`config.mk`:
```
export PLATFORM = sky130hd
export DESIGN_NAME = sema_pair
export DESIGN_NICKNAME = d
export VERILOG_FILES = /design/src/rtl/sema_pkg.sv /design/src/rtl/sema_store.sv /design/src/rtl/sema_notify.sv /design/src/rtl/sema_lane.sv /design/src/rtl/sema_pair.sv
export SDC_FILE = /design/constraint.sdc
export NUM_CORES = 1
export LEC_CHECK = 0
export BUFFER_PORTS_ARGS = -buffer_cell sky130_fd_sc_hd__buf_4
export CAP_MARGIN = 20
export CORE_ASPECT_RATIO = 1.1
export CORE_UTILIZATION = 47
export DETAILED_ROUTE_END_ITERATION = 12
export PLACE_DENSITY = 0.85
export SLEW_MARGIN = 20
export SYNTH_ARGS = -nofsm -noshare
export SYNTH_HDL_FRONTEND = slang
export SYNTH_SLANG_ARGS = --single-unit
```
`constraint.sdc`:
```
create_clock -name clk -period 1.75 [get_ports clk]
set_input_delay 0.2625 -clock clk [delete_from_list [all_inputs] [get_ports clk]]
set_output_delay 0.2625 -clock clk [all_outputs]
set_load 0.01 [all_outputs]
```
`src/rtl/sema_pkg.sv`:
```
// Package: shared constants for the semaphore channel pair.
// Assumes both directions use the same semaphore width.
package sema_pkg;
    localparam int SEM_W   = 16;
    localparam int NUM_DIR = 2;
    // Lane index: host-to-DSP is lane 0, DSP-to-host is lane 1.
    localparam int LANE_H2D = 0;
    localparam int LANE_D2H = 1;
endpackage

```
`src/rtl/sema_store.sv`:
```
// sema_store: holds one direction's semaphore value.
// The sender ORs bits in and the receiver clears bits. Where both touch a
// bit at one edge, the set wins. Assumes one clock and synchronous active-low reset.
module sema_store #(
    parameter int WIDTH = sema_pkg::SEM_W
) (
    input  logic             clk,
    input  logic             rst_n,
    input  logic             set_we,
    input  logic [WIDTH-1:0] set_bits,
    input  logic             ack_we,
    input  logic [WIDTH-1:0] ack_bits,
    output logic [WIDTH-1:0] value
);
    logic [WIDTH-1:0] set_eff;
    logic [WIDTH-1:0] clr_eff;
    logic [WIDTH-1:0] value_q;

    // Gate the write data with the strobes.
    always_comb begin
        set_eff = set_we ? set_bits : '0;
        clr_eff = ack_we ? ack_bits : '0;
    end

    // Update the value: clear first, then OR in the set bits.
    always_ff @(posedge clk) begin
        if (!rst_n) value_q <= '0;
        else        value_q <= (value_q & ~clr_eff) | set_eff;
    end

    assign value = value_q;
endmodule

```
`src/rtl/sema_notify.sv`:
```
// sema_notify: receiver-side mask, summary flag and rising-edge interrupt.
// The summary is combinational from the stored value and mask, so a mask
// change shows up as soon as the mask register updates. The interrupt is
// high in the first cycle the summary is 1 after being 0.
module sema_notify #(
    parameter int WIDTH = sema_pkg::SEM_W
) (
    input  logic             clk,
    input  logic             rst_n,
    input  logic             mask_we,
    input  logic [WIDTH-1:0] mask_bits,
    input  logic [WIDTH-1:0] value,
    output logic [WIDTH-1:0] mask,
    output logic             summary,
    output logic             irq
);
    logic [WIDTH-1:0] mask_q;
    logic             summary_d;
    logic             summary_q;

    // Load the mask on a mask write.
    always_ff @(posedge clk) begin
        if (!rst_n)       mask_q <= '0;
        else if (mask_we) mask_q <= mask_bits;
    end

    // Reduce the unmasked pending bits to one flag.
    always_comb begin
        summary_d = |(value & ~mask_q);
    end

    // Remember the flag from the previous cycle for edge detection.
    always_ff @(posedge clk) begin
        if (!rst_n) summary_q <= 1'b0;
        else        summary_q <= summary_d;
    end

    assign mask    = mask_q;
    assign summary = summary_d;
    assign irq     = summary_d & ~summary_q;
endmodule

```
`src/rtl/sema_lane.sv`:
```
// sema_lane: one complete direction, with the value store and the receiver
// notify logic. Assumes the sender and receiver ports are already split.
module sema_lane #(
    parameter int WIDTH = sema_pkg::SEM_W
) (
    input  logic             clk,
    input  logic             rst_n,
    input  logic             set_we,
    input  logic [WIDTH-1:0] set_bits,
    input  logic             ack_we,
    input  logic [WIDTH-1:0] ack_bits,
    input  logic             mask_we,
    input  logic [WIDTH-1:0] mask_bits,
    output logic [WIDTH-1:0] value,
    output logic [WIDTH-1:0] mask,
    output logic             summary,
    output logic             irq
);
    logic [WIDTH-1:0] value_w;

    sema_store #(.WIDTH(WIDTH)) u_store (
        .clk      (clk),
        .rst_n    (rst_n),
        .set_we   (set_we),
        .set_bits (set_bits),
        .ack_we   (ack_we),
        .ack_bits (ack_bits),
        .value    (value_w)
    );

    sema_notify #(.WIDTH(WIDTH)) u_notify (
        .clk       (clk),
        .rst_n     (rst_n),
        .mask_we   (mask_we),
        .mask_bits (mask_bits),
        .value     (value_w),
        .mask      (mask),
        .summary   (summary),
        .irq       (irq)
    );

    assign value = value_w;
endmodule

```
`src/rtl/sema_pair.sv`:
```
// sema_pair: two semaphore lanes between a host and a DSP.
// Lane 0 carries host-to-DSP: the host sets, the DSP acknowledges and masks.
// Lane 1 carries DSP-to-host: the DSP sets, the host acknowledges and masks.
// Assumes both sides run on one clock; bus decoding is done outside.
module sema_pair #(
    parameter int WIDTH = sema_pkg::SEM_W
) (
    input  logic             clk,
    input  logic             rst_n,
    input  logic             host_set_we,
    input  logic [WIDTH-1:0] host_set_bits,
    input  logic             host_ack_we,
    input  logic [WIDTH-1:0] host_ack_bits,
    input  logic             host_mask_we,
    input  logic [WIDTH-1:0] host_mask_bits,
    output logic [WIDTH-1:0] host_get,
    output logic [WIDTH-1:0] host_mask,
    output logic             host_summary,
    output logic             host_irq,
    input  logic             dsp_set_we,
    input  logic [WIDTH-1:0] dsp_set_bits,
    input  logic             dsp_ack_we,
    input  logic [WIDTH-1:0] dsp_ack_bits,
    input  logic             dsp_mask_we,
    input  logic [WIDTH-1:0] dsp_mask_bits,
    output logic [WIDTH-1:0] dsp_get,
    output logic [WIDTH-1:0] dsp_mask,
    output logic             dsp_summary,
    output logic             dsp_irq
);
    import sema_pkg::*;

    logic             snd_we   [NUM_DIR];
    logic [WIDTH-1:0] snd_bits [NUM_DIR];
    logic             rcv_ack  [NUM_DIR];
    logic [WIDTH-1:0] rcv_ackb [NUM_DIR];
    logic             rcv_mwe  [NUM_DIR];
    logic [WIDTH-1:0] rcv_mb   [NUM_DIR];
    logic [WIDTH-1:0] ln_value [NUM_DIR];
    logic [WIDTH-1:0] ln_mask  [NUM_DIR];
    logic             ln_sum   [NUM_DIR];
    logic             ln_irq   [NUM_DIR];

    // Route each side's write ports onto the lane it drives.
    always_comb begin
        snd_we[LANE_H2D]   = host_set_we;
        snd_bits[LANE_H2D] = host_set_bits;
        rcv_ack[LANE_H2D]  = dsp_ack_we;
        rcv_ackb[LANE_H2D] = dsp_ack_bits;
        rcv_mwe[LANE_H2D]  = dsp_mask_we;
        rcv_mb[LANE_H2D]   = dsp_mask_bits;
        snd_we[LANE_D2H]   = dsp_set_we;
        snd_bits[LANE_D2H] = dsp_set_bits;
        rcv_ack[LANE_D2H]  = host_ack_we;
        rcv_ackb[LANE_D2H] = host_ack_bits;
        rcv_mwe[LANE_D2H]  = host_mask_we;
        rcv_mb[LANE_D2H]   = host_mask_bits;
    end

    for (genvar d = 0; d < NUM_DIR; d++) begin : g_lane
        sema_lane #(.WIDTH(WIDTH)) u_lane (
            .clk       (clk),
            .rst_n     (rst_n),
            .set_we    (snd_we[d]),
            .set_bits  (snd_bits[d]),
            .ack_we    (rcv_ack[d]),
            .ack_bits  (rcv_ackb[d]),
            .mask_we   (rcv_mwe[d]),
            .mask_bits (rcv_mb[d]),
            .value     (ln_value[d]),
            .mask      (ln_mask[d]),
            .summary   (ln_sum[d]),
            .irq       (ln_irq[d])
        );
    end

    // Present each lane's receiver outputs on the receiving side's ports.
    assign dsp_get      = ln_value[LANE_H2D];
    assign dsp_mask     = ln_mask[LANE_H2D];
    assign dsp_summary  = ln_sum[LANE_H2D];
    assign dsp_irq      = ln_irq[LANE_H2D];
    assign host_get     = ln_value[LANE_D2H];
    assign host_mask    = ln_mask[LANE_D2H];
    assign host_summary = ln_sum[LANE_D2H];
    assign host_irq     = ln_irq[LANE_D2H];
endmodule

```
## After elaboration in Yosys (flattened, before gate mapping)

Index checks and enable logic that the tools add are counted.

| cells by class | value |
|---|---|
| reduce and logical (&&, ||, !) cells | 2 |
| bitwise logic cells | 14 |
| mux-type cells | 4 |

Operators with widths:

| kind | count |
|---|---|
| 16-bit AND | 4 |
| 16-bit 2-to-1 mux | 4 |
| 16-bit NOT | 4 |
| 16-bit OR | 2 |
| 16-bit OR reduction | 2 |
| 1-bit AND | 2 |
| 1-bit NOT | 2 |

| storage, ports and cells | value |
|---|---|
| output and inout bits | 68 |
| register bits | 66 |
| logic and storage cells | 26 |
| input bits | 104 |

## Depth between registers and ports, before layout

Gate-level depths: netlist of the first run.

| logic depth | value |
|---|---|
| word-level depth | 4 |
| depth in mapped cells | 5 |

## Cells and area by module

From an unflattened synthesis of the first run, not the netlist that was laid out.

| second synthesis, totals | value |
|---|---|
| cell total of the unflattened synthesis | 290 |
| area total of the unflattened synthesis | 2920.3 sq um |

By module, submodules not included:

| module | instances | cells an instance | seq. area each (sq um) | area each (sq um) |
|---|---|---|---|---|
| sema_notify | 2 | 75 | 340.3 | 785.8 |
| sema_store | 2 | 70 | 320.3 | 674.4 |

## Worst setup path before layout of the first run

No wires, ideal clock.

| timing path | value |
|---|---|
| path kind | flip-flop to output port |
| from | register g_lane[0].u_lane.u_notify.mask_q[0] |
| to | output port dsp_irq |
| path slack | 317 ps |
| buffers on the path | 0 |
| stages on the path, launching flop included | 5 |
| arrival time | 1170 ps |
| cell sequence | dfxtp_1 > nor2b_4 > a2111oi_4 > nand4_2 > nor2b_1 |

| on the way | value |
|---|---|
| word-level cells in the longest chain between the ends | 4 |

Ends and longest elaborated chain:

| item | line | source |
|---|---|---|
| from (decl) | sema_notify.sv:17 | `logic [WIDTH-1:0] mask_q;` |
| from (signal assigned) | sema_notify.sv:24 | `else if (mask_we) mask_q <= mask_bits;` |
| 16-bit NOT | sema_notify.sv:29 | `summary_d = \|(value & ~mask_q);` |
| 16-bit AND | sema_notify.sv:29 |  |
| 16-bit OR reduction | sema_notify.sv:29 |  |
| net dsp_summary | sema_pair.sv:28 | `output logic dsp_summary,` |
| 1-bit AND | sema_notify.sv:40 | `assign irq = summary_d & ~summary_q;` |
| to (decl) | sema_pair.sv:29 | `output logic dsp_irq` |

The timed path passes the listed nets, and every way through them passes these cells.

## Worst setup path in the final report of the first run

| timing path | value |
|---|---|
| from | register g_lane[0].u_lane.u_store.value_q[1] |
| to | output port dsp_irq |

| on the way | value |
|---|---|
| word-level cells in the longest chain between the ends | 3 |

Ends and longest elaborated chain:

| item | line | source |
|---|---|---|
| from (decl) | sema_store.sv:17 | `logic [WIDTH-1:0] value_q;` |
| from (signal assigned) | sema_store.sv:28 | `else value_q <= (value_q & ~clr_eff) \| set_eff;` |
| 16-bit AND | sema_notify.sv:29 |  |
| 16-bit OR reduction | sema_notify.sv:29 |  |
| 1-bit AND | sema_notify.sv:40 |  |

No other way between the ends.

==> results of run 1 <==
sequential cells by signal, indices dropped and copies added, names as in the netlist:
register and cells:
g_lane.u_lane.u_store.value 32, g_lane.u_lane.u_notify.mask 32, g_lane.u_lane.u_notify.summary_q 2
metal layers:
metal,global-route usage [%],wire length (um),part of all wire [%]
met1,26.4,3240,38
met2,49.0,4360,52
met3,7.55,711,8.4
met4,10.4,116,1.4
met5,0,0,0
stage by stage:
stage / power (W) / instances
floorplan: 0.00208 / 291
global placement: 0.00246 / 523
detailed placement: 0.00248 / 523
CTS: 0.00378 / 542
global route: 0.00391 / 543
finish: 0.00375 / 543
kinds of logic after synthesis:
logic type	Yosys count	synth area share [%]
DFF	66	44.3
buffers and inverters	27	3.90
muxes	32	10.7
AOI/OAI and AO/OA	40	15.4
and+or+nand+nor	126	25.7
cell type report:
type / count / area, sq um / area share (%)
sequential: 66 / 1330 / 29.2
clock inverter: 2 / 35.0 / 0.768
clock buffer: 14 / 163 / 3.56
multi-input combinational: 198 / 1580 / 34.5
tap: 80 / 100 / 2.19
inverter: 8 / 30.0 / 0.658
timing repair buffer: 175 / 1330 / 29.0
power by group:
part	internal, W	switching, W
clock	0.000736	0.000547
sequential	0.00160	0.0000893
combinational	0.000472	0.000309
worst max path at each step:
stage                                                     from       end  slack, ns  depth (start not counted)
2_1_floorplan   g_lane[0].u_lane.u_notify.mask[0]$_SDFFE_PN0P_   dsp_irq       0.32                          4
3_3_place_gp      g_lane[1].u_lane.u_store.value[6]$_SDFF_PN0_  host_irq       0.21                          5
3_5_place_dp   g_lane[0].u_lane.u_notify.mask[14]$_SDFFE_PN0P_   dsp_irq       0.18                          5
4_1_cts           g_lane[0].u_lane.u_store.value[1]$_SDFF_PN0_   dsp_irq      -0.15                          5
5_1_grt           g_lane[0].u_lane.u_store.value[1]$_SDFF_PN0_   dsp_irq      -0.20                          5
6_report          g_lane[0].u_lane.u_store.value[1]$_SDFF_PN0_   dsp_irq      -0.14                          5
repair_timing:
| item | 4_1_cts | 5_1_grt |
|---|---|---|
| pin swaps | 3 | 4 |
| resized for setup | 15 | 6 |
| endpoints found under the setup margin | 4 | 4 |
| setup buffers | 3 | 1 |
placed cells by master, fill, tap and decap left out, drive strengths merged:
cell,netlist,layout
clkinv,0,1
bufinv,0,1
nor2b,90,90
nand2,32,32
inv,8,8
nand4,2,2
and2,2,2
dfxtp,66,66
a22oi,32,32
clkbuf,11,14
buf,8,175
a2111oi,8,8
mux2i,32,32
critical path, stage by stage (launching register included):
cell	delay (ns)
sky130_fd_sc_hd__dfxtp_2	0.32
sky130_fd_sc_hd__nor2b_4	0.12
sky130_fd_sc_hd__a2111oi_4	0.38
sky130_fd_sc_hd__nand4_2	0.19
sky130_fd_sc_hd__nor2b_4	0.18
sky130_fd_sc_hd__buf_6	0.11
==> flow_results.org, run 1 <==
** Run status
- Result of the run :: complete, but fails checks
- The checks that failed: negative setup slack.

** Final layout
- Post-route core utilization :: 74.1%
- In the final layout, the share of cells above drive strength 1 is 47.1%.
- Once layout is done, the placed cells without fillers occupy 4560 sq um.
- Count of inserted antenna diode cells :: 0
- Area growth, synth to finish :: 52.9%
- Fillers :: 450
- The final layout contains 562 nets.

** Clock tree
- The number of hold buffers added after CTS was 0.
- The number of clock buffers added by TritonCTS is 9.
- Worst-path clk slew :: 0.07 ns
- Source-to-sink clock delay at the later pin of the worst-skew pair :: 0.33 ns
- The cell sitting at the root of the clock tree is a sky130_fd_sc_hd__clkbuf_8.
- The H-tree was split into 3 levels.
- Counting every sink on the clock net gives 66.
- Max Root-Sink Buffers :: 2
- TritonCTS built the clock tree.

** Worst hold path
- Counting instances, the worst hold path has a depth of 3.
- Terminating pin of the worst hold path :: g_lane[1].u_lane.u_notify.mask[10]$_SDFFE_PN0P_
- The path class of the tightest hold or removal check is input port to flop.
- In this run the most critical hold path is launched from host_mask_bits[10].

** Logic synthesis
- Post-synth top flop :: sky130_fd_sc_hd__dfxtp_1
- The share of synthesized area in the top cell type comes to 44.3%.
- Average footprint of a synthesized cell :: 10.3 sq um
- Ranking of synthesized cells by instance count :: sky130_fd_sc_hd__nor2b_1, sky130_fd_sc_hd__dfxtp_1, sky130_fd_sc_hd__a22oi_1, sky130_fd_sc_hd__mux2i_1, sky130_fd_sc_hd__nand2_1
- Fraction of the yosys area taken by sequential cells :: 44.3%
- Synthesis produced a netlist with a net count of 395.
- After technology mapping, the gate count stands at 291.
- Distinct cell type count of the synthesized netlist :: 13
- Number of storage elements in the synthesis netlist :: 66
- By area the synthesized netlist is led by sky130_fd_sc_hd__dfxtp_1, sky130_fd_sc_hd__nor2b_1, sky130_fd_sc_hd__mux2i_1.
- Number of enable flip-flop cells after synthesis :: 0
- In the synthesized netlist the async set-or-reset flop fraction comes to 0%.
- sky130_fd_sc_hd__nor2b_1 is the most common cell in the netlist.
- The mapped netlist covers 2980 sq um.
- Summed over all instances, the cell type with the most area after synthesis is sky130_fd_sc_hd__dfxtp_1.
- Yosys warns :: 0

** STA
- Setup repair after global routing could not meet its margin everywhere.
- Clock skew :: 0.00476 ns
- At the pin with the least slew margin, the transition time is 0.499 ns.
- The number of pins exceeding their max-slew limit in the final report is 0.
- Worst slew margin :: 66.7%
- Final worst-path setup slack :: -0.135 ns
- After layout, the worst path uses 108% of the clock period.
- Post-Route Hold Slack :: 0.184 ns
- The final count of hold timing violations came to 0.
- For the finished layout, the period the worst path requires is 1.89 ns.
- Final setup violation count :: 4
- Maximum frequency from static timing analysis :: 530 MHz
- Final total negative setup slack :: -0.374 ns

** Die
- Starting Density :: 48.5%
- Die Footprint :: 6670 sq um
- The region available for standard cell placement spans 6160 sq um.
- I/O pin count :: 172
- Measured along the y axis, the die boundary spans 85.6 um.
- The floorplan has 30 rows.
- Die extent in x :: 78.0 um

** Drt
- Number of nets still failing antenna checks after routing :: 0
- The detailed router placed 2691 vias in this run.
- For this block, the routed nets add up to 8430 um of wire.
- Via-to-Cell Ratio :: 4.96
- Initial DRT Pass Iterations :: 4
- Dividing the detail-routed wire length by the instance count gives 15.5 um.
- The detailed router finished its first iteration with 90 violations.
- DRC violations left :: 0

** Place
- Once placement finished, the instance area stood at 4280 sq um.
- Detailed placement ended at an HPWL of 6270 um.
- Routability-driven placement congestion ratio :: 0.791
- Input and output buffers added on the ports amount to 171.
- OpenSTA, run right after detailed placement, puts the worst setup slack at 0.183 ns.

** Global routing
- The number of global-route vias before repair was 2794.
- Global-route usage over all layers :: 25.8%
- Maximum number of pins on one net before global-route repair :: 67
- Total congestion overflow :: 0
- First-pass GRT wire length :: 13000 um
- Initial antenna violation count :: 0

** Power and ir drop
- Dividing total power by cell area gives a power density of 823 nW/um^2.
- IR analysis of the VDD net gives a maximum drop of 0.474 mV.
- Leakage power :: 2.14 nW

** Worst setup path
- Maximum fanout along the worst path :: 3
- The startpoint identified for the worst register-to-register timing path is g_lane[0].u_lane.u_store.value[1]$_SDFF_PN0_.
- Element type at the critical path end :: output pin
- The worst register-to-register path ends at g_lane[0].u_lane.u_notify.summary_q$_SDFF_PN0_.
- STA puts the critical path data required time at 1.49 ns.
- Measured in cells, the most critical reg-to-reg path has a length of 4.
- Kind of start point of the critical path :: flop
- Across all register-to-register paths, the minimum setup slack is 0.45 ns.
- Type of the worst setup path :: flop to output pin
- At the worst endpoint, the arrival time is 1.62 ns.

** Job
- Across the run, the number of max-cap violations was 0.
No activity file was read; power rests on OpenSTA's default activity.
==> run 2, diff against run 1 <==
Settings changed: CAP_MARGIN 20 to 0, CORE_UTILIZATION 47 to 44, PLACE_DENSITY 0.85 to 0.8.
Clock period 1.75 ns to 2.1 ns, I/O delays scaled along.
==> flow_results.org, run 2 (synthesis gave the netlist of run 1 again) <==
** Run status
- Result of the run :: finished clean (was complete, but fails checks)

** Place
- The number of buffers added on ports came to 171 (unchanged).
- The HPWL after detailed placement came to 6120 um (was 6270 um).
- Routability-driven placement congestion ratio :: 0.769 (was 0.791)
- Post-Place Setup Slack :: 0.502 ns (was 0.183 ns)
- Post-detailed-placement cell area :: 4280 sq um (about the same)
- The number of instances in the placed design is 525 (was 523).

** Worst setup path
- The worst reg2reg path startpoint is g_lane[1].u_lane.u_store.value[14]$_SDFF_PN0_ (was g_lane[0].u_lane.u_store.value[1]$_SDFF_PN0_).
- Maximum fanout along the worst path :: 3 (unchanged)
- Kind of start point of the critical path :: flop (unchanged)
- Type of the worst setup path :: flop to output pin (unchanged)
- Setup slack, reg-to-reg :: 0.81 ns (was 0.45 ns)
- Data required time of the worst path :: 1.78 ns (was 1.49 ns)
- Arrival time of the worst setup path :: 1.64 ns (was 1.62 ns)
- Critical Path Source :: g_lane[1].u_lane.u_store.value[14]$_SDFF_PN0_ (was g_lane[0].u_lane.u_store.value[1]$_SDFF_PN0_)
- The nature of the critical path endpoint is an output pin (unchanged).

** Power and ir drop
- The power density of the placed cells was 693 nW/um^2 (was 823 nW/um^2).
- The reported leakage power was 2.10 nW (was 2.14 nW).
- The maximum VDD drop was 0.377 mV (was 0.474 mV).
- The post-route total power came to 0.00311 W (was 0.00375 W).

** Clock tree
- The clock slew at the register clock pins of the worst setup and hold paths came to 0.07 ns (about the same).
- The number of gates given a new drive strength after cts was 0 (was 15).
- The CTS H-tree depth was 3 (unchanged).
- CTS tree :: yes (unchanged)
- Number of buffers inserted for hold repair after clock tree synthesis :: 0 (unchanged)
- Buffer count from post-CTS setup fixing :: 0 (was 3)
- The clock latency of the later-clocked register in the worst-skew pair was 0.33 ns (about the same).
- Number of clock sinks :: 66 (unchanged)
- The cell at the root of the clock tree is sky130_fd_sc_hd__clkbuf_8 (unchanged).
- The buffer depth of the longest clock path came to 2 (unchanged).
- Number of buffers inserted during clock tree synthesis :: 9 (unchanged)

** Final layout
- # nets final :: 558 (was 562)
- Most used cells in the layout excluding fill and tap cells :: sky130_fd_sc_hd__buf_4, sky130_fd_sc_hd__nor2b_1, sky130_fd_sc_hd__dfxtp_1 (unchanged)
- Area growth, synth to finish :: 50.4% (was 52.9%)
- The final design instance area without fill was 4490 sq um (was 4560 sq um).
- The post-layout instance count excluding filler cells was 541 (was 543).
- The number of filler instances in the final layout was 535 (was 450).
- Fraction of final layout cells sized beyond drive strength 1 :: 44.0% (was 47.1%)
- The commonest non-fill, non-tap cell in the layout was sky130_fd_sc_hd__buf_4 (unchanged).
- The number of diodes added for antenna fixing came to 0 (unchanged).

** Drt
- DRC violations left :: 0 (unchanged)
- Number of nets still failing antenna checks after routing :: 0 (unchanged)
- Initial DRT Pass Iterations :: 4 (unchanged)
- The via count was 2655 (was 2691).
- Detailed-route wire length :: 8080 um (was 8430 um)
- The number of DRC violations after detailed-routing iteration 0 came to 64 (was 90).
- The average routed wire per standard cell came to 14.9 um (was 15.5 um).
- Via-to-Cell Ratio :: 4.91 (was 4.96)

** STA
- The clock period could shrink to 1.95 ns.
- The actual slew at the worst max-slew pin is 0.512 ns (was 0.499 ns).
- RSZ-0062 raised after global routing: no (was yes).
- Final worst-path setup slack :: 0.149 ns (was -0.135 ns)
- The final count of hold timing violations is 0 (unchanged).
- The number of pins exceeding their max-slew limit in the final report came to 0 (unchanged).
- Maximum frequency from static timing analysis :: 513 MHz
- Worst slew margin :: 65.9% (was 66.7%)
- Share of the clock period used by the worst path after layout :: 92.9%
- The final sum of negative setup slack came to 0 ns (was -0.374 ns).
- The maximum clock skew at final layout was 0.00582 ns (was 0.00476 ns).
- The final number of setup-violating endpoints came to 0 (was 4).

** Global routing
- First-pass GRT wire length :: 12200 um (was 13000 um)
- Maximum number of pins on one net before global-route repair :: 67 (unchanged)
- The overflow left after global routing came to 0 (unchanged).
- The number of global-route vias before repair came to 2559 (was 2794).
- Global-route usage over all layers :: 23.1% (was 25.8%)
- The number of antenna violations at the first check in global routing came to 0 (unchanged).

** Worst hold path
- Critical hold path startpoint :: host_mask_bits[5] (was host_mask_bits[10])
- Hold Crit Class :: input port to flop (unchanged)

** Die
- Die extent in x :: 80.5 um (was 78.0 um)
- Starting Density :: 45.5% (was 48.5%)
- The die boundary height is 88.4 um (was 85.6 um).
- I/O pin count :: 172 (unchanged)
- Area inside the core boundary :: 6560 sq um (was 6160 sq um)
- Placement row count :: 31 (was 30)
- Die Footprint :: 7120 sq um (was 6670 sq um)

** Job
- Max-cap violations :: 0 (unchanged)
run 2: per-layer routing:
metal	wire length [um]	vias to the layer above	track usage [%]
met3	812	6	6.80
met5	0	-	0
met4	70	0	8.28
met1	3070	1212	25.1
li1	-	1307	-
met2	4120	130	42.2
run 2: through the flow:
| step | utilization [%] | hold WS, ns |
|---|---|---|
| floorplan | - | 0.484 |
| global placement | 65.4 | 0.520 |
| detailed placement | 65.4 | 0.527 |
| CTS | 68.5 | 0.229 |
| global route | 68.5 | 0.243 |
| finish | 68.5 | 0.239 |
run 2: area by class of cell:
class,instances,area (sq um),area share [%]
clock buffers,12,155,3.46
well taps,82,103,2.29
flip-flops and latches,66,1320,29.4
multi-input cells,198,1550,34.4
inverters,8,30.0,0.669
clock inverters,4,50.0,1.11
repair buffers,171,1280,28.6
run 2: worst paths after layout:
kind	endpoint	cells past startpoint
setup reg to reg	g_lane[1].u_lane.u_notify.summary_q$_SDFF_PN0_	4
hold / removal	g_lane[1].u_lane.u_notify.mask[5]$_SDFFE_PN0P_	3
hold reg to reg	g_lane[0].u_lane.u_store.value[10]$_SDFF_PN0_	2
setup / recovery	host_irq	5
run 2: worst max-delay path: stages, from the launching register on:
cell,delay (ns)
sky130_fd_sc_hd__dfxtp_1,0.34
sky130_fd_sc_hd__nor2b_4,0.14
sky130_fd_sc_hd__a2111oi_4,0.35
sky130_fd_sc_hd__nand4_2,0.17
sky130_fd_sc_hd__nor2b_1,0.16
sky130_fd_sc_hd__buf_4,0.14
run 2: where the power goes:
group	switching [W]	internal [W]	leakage [nW]
clock network	0.000471	0.000612	0.0986
registers	0.0000697	0.00133	0.546
logic	0.000253	0.000377	1.45
==> run 3, diff against run 2 <==
Settings changed: CORE_UTILIZATION 44 to 43, PLACE_DENSITY 0.8 to 0.79, SYNTH_HIERARCHICAL from default to 1.
==> flow_results.org, run 3 <==
** Run status
- Result of the run :: finished clean (unchanged)

** Power and ir drop
- Worst IR Drop VDD :: 0.506 mV (was 0.377 mV)
- Sequential power share :: 45.5% (was 45.0%)
- Pwr/cell area :: 695 nW/um^2 (was 693 nW/um^2)
- Net switching component of the power :: 0.000776 W (was 0.000793 W)
- The switching part of the total power was 25.0% (was 25.5%).
- Leakage power :: 2.23 nW (was 2.10 nW)
- Share of power burned in combinational logic :: 20.2% (about the same)
- Internal power :: 0.00233 W (was 0.00232 W)
- The clock network power share was 34.3% (was 34.8%).

** Die
- Die extent in x :: 80.6 um (was 80.5 um)
- Placement row count :: 31 (unchanged)
- The effective utilization at floorplan was 44.6% (was 45.5%).
- Die Footprint :: 7130 sq um (was 7120 sq um)
- I/O pin count :: 172 (unchanged)
- The die boundary height was 88.4 um (about the same).
- Area inside the core boundary :: 6560 sq um (unchanged)

** Global routing
- The overflow left after global routing came to 0 (unchanged).
- Maximum number of pins on one net before global-route repair :: 52 (was 67)
- Initial antenna violation count :: 0 (unchanged)
- Global-route usage over all layers :: 24.2% (was 23.1%)
- Number of global-route vias before repair :: 2579 (was 2559)
- First-pass GRT wire length :: 12900 um (was 12200 um)

** Drt
- Uppermost metal layer occupied by signal nets :: met4 (unchanged)
- Initial DRT Pass Iterations :: 6 (was 4)
- Length of routed met3 wiring :: 762 um (was 812 um)
- The sum of routed wire length over all layers is 8790 um (was 8080 um).
- The routed wire length on met2 was 4420 um (was 4120 um).
- Initial drt markers :: 132 (was 64)
- Total via count after detailed routing :: 2713 (was 2655)
- The mean number of vias per cell was 5.00 (was 4.91).
- The routed metal-1 wire length came to 3510 um (was 3070 um).
- DRC violations left :: 0 (unchanged)
- The average routed wire per standard cell came to 16.2 um (was 14.9 um).
- Number of nets still failing antenna checks after routing :: 0 (unchanged)

** Final layout
- The number of filler instances in the final layout is 504 (was 535).
- The number of diodes added for antenna fixing came to 0 (unchanged).
- The layout cell share with drive strength beyond 1 came to 46.4% (was 44.0%).
- The commonest non-fill, non-tap cell in the layout was sky130_fd_sc_hd__buf_4 (unchanged).
- Most used cells in the layout excluding fill and tap cells :: sky130_fd_sc_hd__buf_4, sky130_fd_sc_hd__dfxtp_1, sky130_fd_sc_hd__nor2b_1 (was sky130_fd_sc_hd__buf_4, sky130_fd_sc_hd__nor2b_1, sky130_fd_sc_hd__dfxtp_1)
- Footprint of the flip-flops and latches :: 1330 sq um (was 1320 sq um)
- Area of the multi-input gates :: 1490 sq um (was 1550 sq um)
- The post-layout instance count excluding filler cells came to 543 (was 541).
- # nets final :: 560 (was 558)
- The share of the core filled with cells was 68.2% (was 68.5%).
- The synthesis-to-layout area growth was 53.0% (was 50.4%).

** Logic synthesis
- The synthesized area was 2920 sq um (was 2980 sq um).
- The count of state elements after synthesis came to 66 (unchanged).
- Cells after Synth :: 290 (was 291)
- Number of enable flip-flop cells after synthesis :: 0 (unchanged)
- Share of flip-flops with an asynchronous set or reset after synthesis :: 0% (unchanged)
- The most numerous cell in the Yosys netlist is sky130_fd_sc_hd__dfxtp_1 (was sky130_fd_sc_hd__nor2b_1).
- The synthesized net count was 394 (was 395).
- The library cell with the largest summed area after synthesis is sky130_fd_sc_hd__dfxtp_1 (unchanged).
- Top cells by area, synth: sky130_fd_sc_hd__dfxtp_1, sky130_fd_sc_hd__nor2b_1, sky130_fd_sc_hd__mux2i_1 (unchanged).
- Ranking of synthesized cells by instance count: sky130_fd_sc_hd__dfxtp_1, sky130_fd_sc_hd__nor2b_1, sky130_fd_sc_hd__and3_1, sky130_fd_sc_hd__mux2i_1, sky130_fd_sc_hd__nand2_1 (was sky130_fd_sc_hd__nor2b_1, sky130_fd_sc_hd__dfxtp_1, sky130_fd_sc_hd__a22oi_1, sky130_fd_sc_hd__mux2i_1, sky130_fd_sc_hd__nand2_1).
- The count of different cell masters after synthesis was 15 (was 13).
- The count of warnings emitted by yosys was 6 (was 0).
- Average footprint of a synthesized cell :: 10.1 sq um (was 10.3 sq um)
- Share of the synthesized area in the top cell type :: 45.2% (was 44.3%)
- Post-synth top flop :: sky130_fd_sc_hd__dfxtp_1 (unchanged)
- The sequential fraction of the synthesis area was 45.2% (was 44.3%).

** Worst setup path
- Element type at the critical path end :: output pin (unchanged)
- The highest net fanout along the worst path came to 3 (unchanged).
- Kind of start point of the critical path :: flop (unchanged)
- The worst path arrival time was 1.72 ns (was 1.64 ns).
- The critical path class is flop to output pin (unchanged).
- Data required time of the worst path :: 1.78 ns (about the same)

** Clock tree
- Root Buffer :: sky130_fd_sc_hd__clkbuf_8 (unchanged)
- Source-to-sink clock delay at the later pin of the worst-skew pair :: 0.33 ns (about the same)
- The CTS H-tree depth was 3 (unchanged).
- CTS tree :: yes (unchanged)
- The buffer depth of the longest clock path is 2 (unchanged).
- The clock slew at the register clock pins of the worst setup and hold paths came to 0.07 ns (about the same).
- The number of buffers inserted during clock tree synthesis came to 9 (unchanged).
- Number of clock sinks :: 66 (unchanged)

** STA
- Worst slew margin :: 71.4% (was 65.9%)
- Maximum frequency from static timing analysis :: 492 MHz (was 513 MHz)
- The final sum of negative setup slack is 0 ns (unchanged).
- Slew at the pin with the worst max-slew slack :: 0.429 ns (was 0.512 ns)
- Number of hold violations in the final report :: 0 (unchanged)
- Share of the clock period used by the worst path after layout :: 96.7% (was 92.9%)
- The maximum clock skew at final layout was 0.00527 ns (was 0.00582 ns).
- Final worst-path setup slack :: 0.0694 ns (was 0.149 ns)
- Post-Route Hold Slack :: 0.242 ns (was 0.239 ns)
- Number of max-slew violations in the final report :: 0 (unchanged)
- Final worst path period need :: 2.03 ns (was 1.95 ns)
- Final setup violation count :: 0 (unchanged)

** Place
- Post-DP HPWL :: 6500 um (was 6120 um)
- Number of buffer cells added on primary ports :: 171 (unchanged)
- The routability-driven placement congestion ratio is 0.778 (was 0.769).
- The number of instances in the placed design came to 526 (was 525).
- Post-Place Setup Slack :: 0.417 ns (was 0.502 ns)

** Worst hold path
- The type of the tightest min-delay check is input port to flop (unchanged).

** Job
- Max-cap violations :: 0 (unchanged)
-- run 3: cell count changes in the layout (fill, tap and decap cells not counted), sizes merged --
cell      previous run  this run
a22oi               32         0
a31o                 0        32
and3                 0        32
clkinvlp             2         0
nor2b               90        58
clkbuf              12        14
buf                171       173
-- run 3: critical path, stage by stage (launching register included) --
cell and delay (ns):
sky130_fd_sc_hd__dfxtp_2 0.34, sky130_fd_sc_hd__nor2b_4 0.13, sky130_fd_sc_hd__a2111oi_4 0.33, sky130_fd_sc_hd__nand4_1 0.24
sky130_fd_sc_hd__nor2b_2 0.21, sky130_fd_sc_hd__buf_4 0.14
-- run 3: power by group through the flow --
stage                     Clock (W)  Sequential (W)  Combinational, W
after floorplan                   0         0.00145          0.000250
after global placement            0         0.00143          0.000598
after detailed placement          0         0.00143          0.000605
after global routing        0.00115         0.00142          0.000675
after CTS                   0.00109         0.00141          0.000607
final                       0.00107         0.00141          0.000626
-- run 3: logic make-up after synthesis --
group | share of synthesized area, %
AO/OA/AOI/OAI | 13.7
buffers and inverters | 5.83
flip-flops | 45.2
multiplexers | 11.0
AND/OR/NAND/NOR | 24.3
-- run 3: what timing repair did --
| action | CTS | global route |
|---|---|---|
| endpoints found under the hold margin | 0 | 0 |
| setup endpoints to repair | 0 | 2 |
| setup buffers | 0 | 1 |
| gates resized for setup | 0 | 20 |
| hold buffers | 0 | 0 |
-- run 3: final cells by class --
type                    instances  share of cell area [%]
clock buffers                  14                    3.64
inverters                       8                   0.672
well taps                      82                    2.30
clock inverters                 2                   0.784
multi-input cells             198                    33.4
repair buffers                173                    29.3
flip-flops and latches         66                    29.8
-- run 3: layer usage --
metal | GRT usage, % | up-vias
met2 | 43.0 | 126
met5 | 0 | -
met1 | 27.8 | 1234
met3 | 6.60 | 10
met4 | 8.93 | 0
li1 | - | 1343
-- run 3: stage by stage --
| step | power, W | instance area, sq um |
|---|---|---|
| CTS | 0.00310 | 4380 |
| global placement | 0.00203 | 4190 |
| finish | 0.00310 | 4470 |
| detailed placement | 0.00204 | 4190 |
| floorplan | 0.00170 | 2920 |
| global route | 0.00325 | 4470 |
-- run 3: path summary, 6_finish.rpt --
check	start	to	slack, ns	cells past startpoint
worst min register to register	g_lane[1].u_lane/u_store/value[3]$_SDFF_PN0_	g_lane[1].u_lane/u_store/value[3]$_SDFF_PN0_	0.49	1
worst min-delay path	host_mask_bits[3]	g_lane[1].u_lane/u_notify/mask[3]$_SDFFE_PN0P_	0.24	3
worst max register to register	g_lane[1].u_lane/u_store/value[1]$_SDFF_PN0_	g_lane[1].u_lane/u_notify/summary_q$_SDFF_PN0_	0.74	4
worst max-delay path	g_lane[1].u_lane/u_store/value[1]$_SDFF_PN0_	host_irq	0.07	5
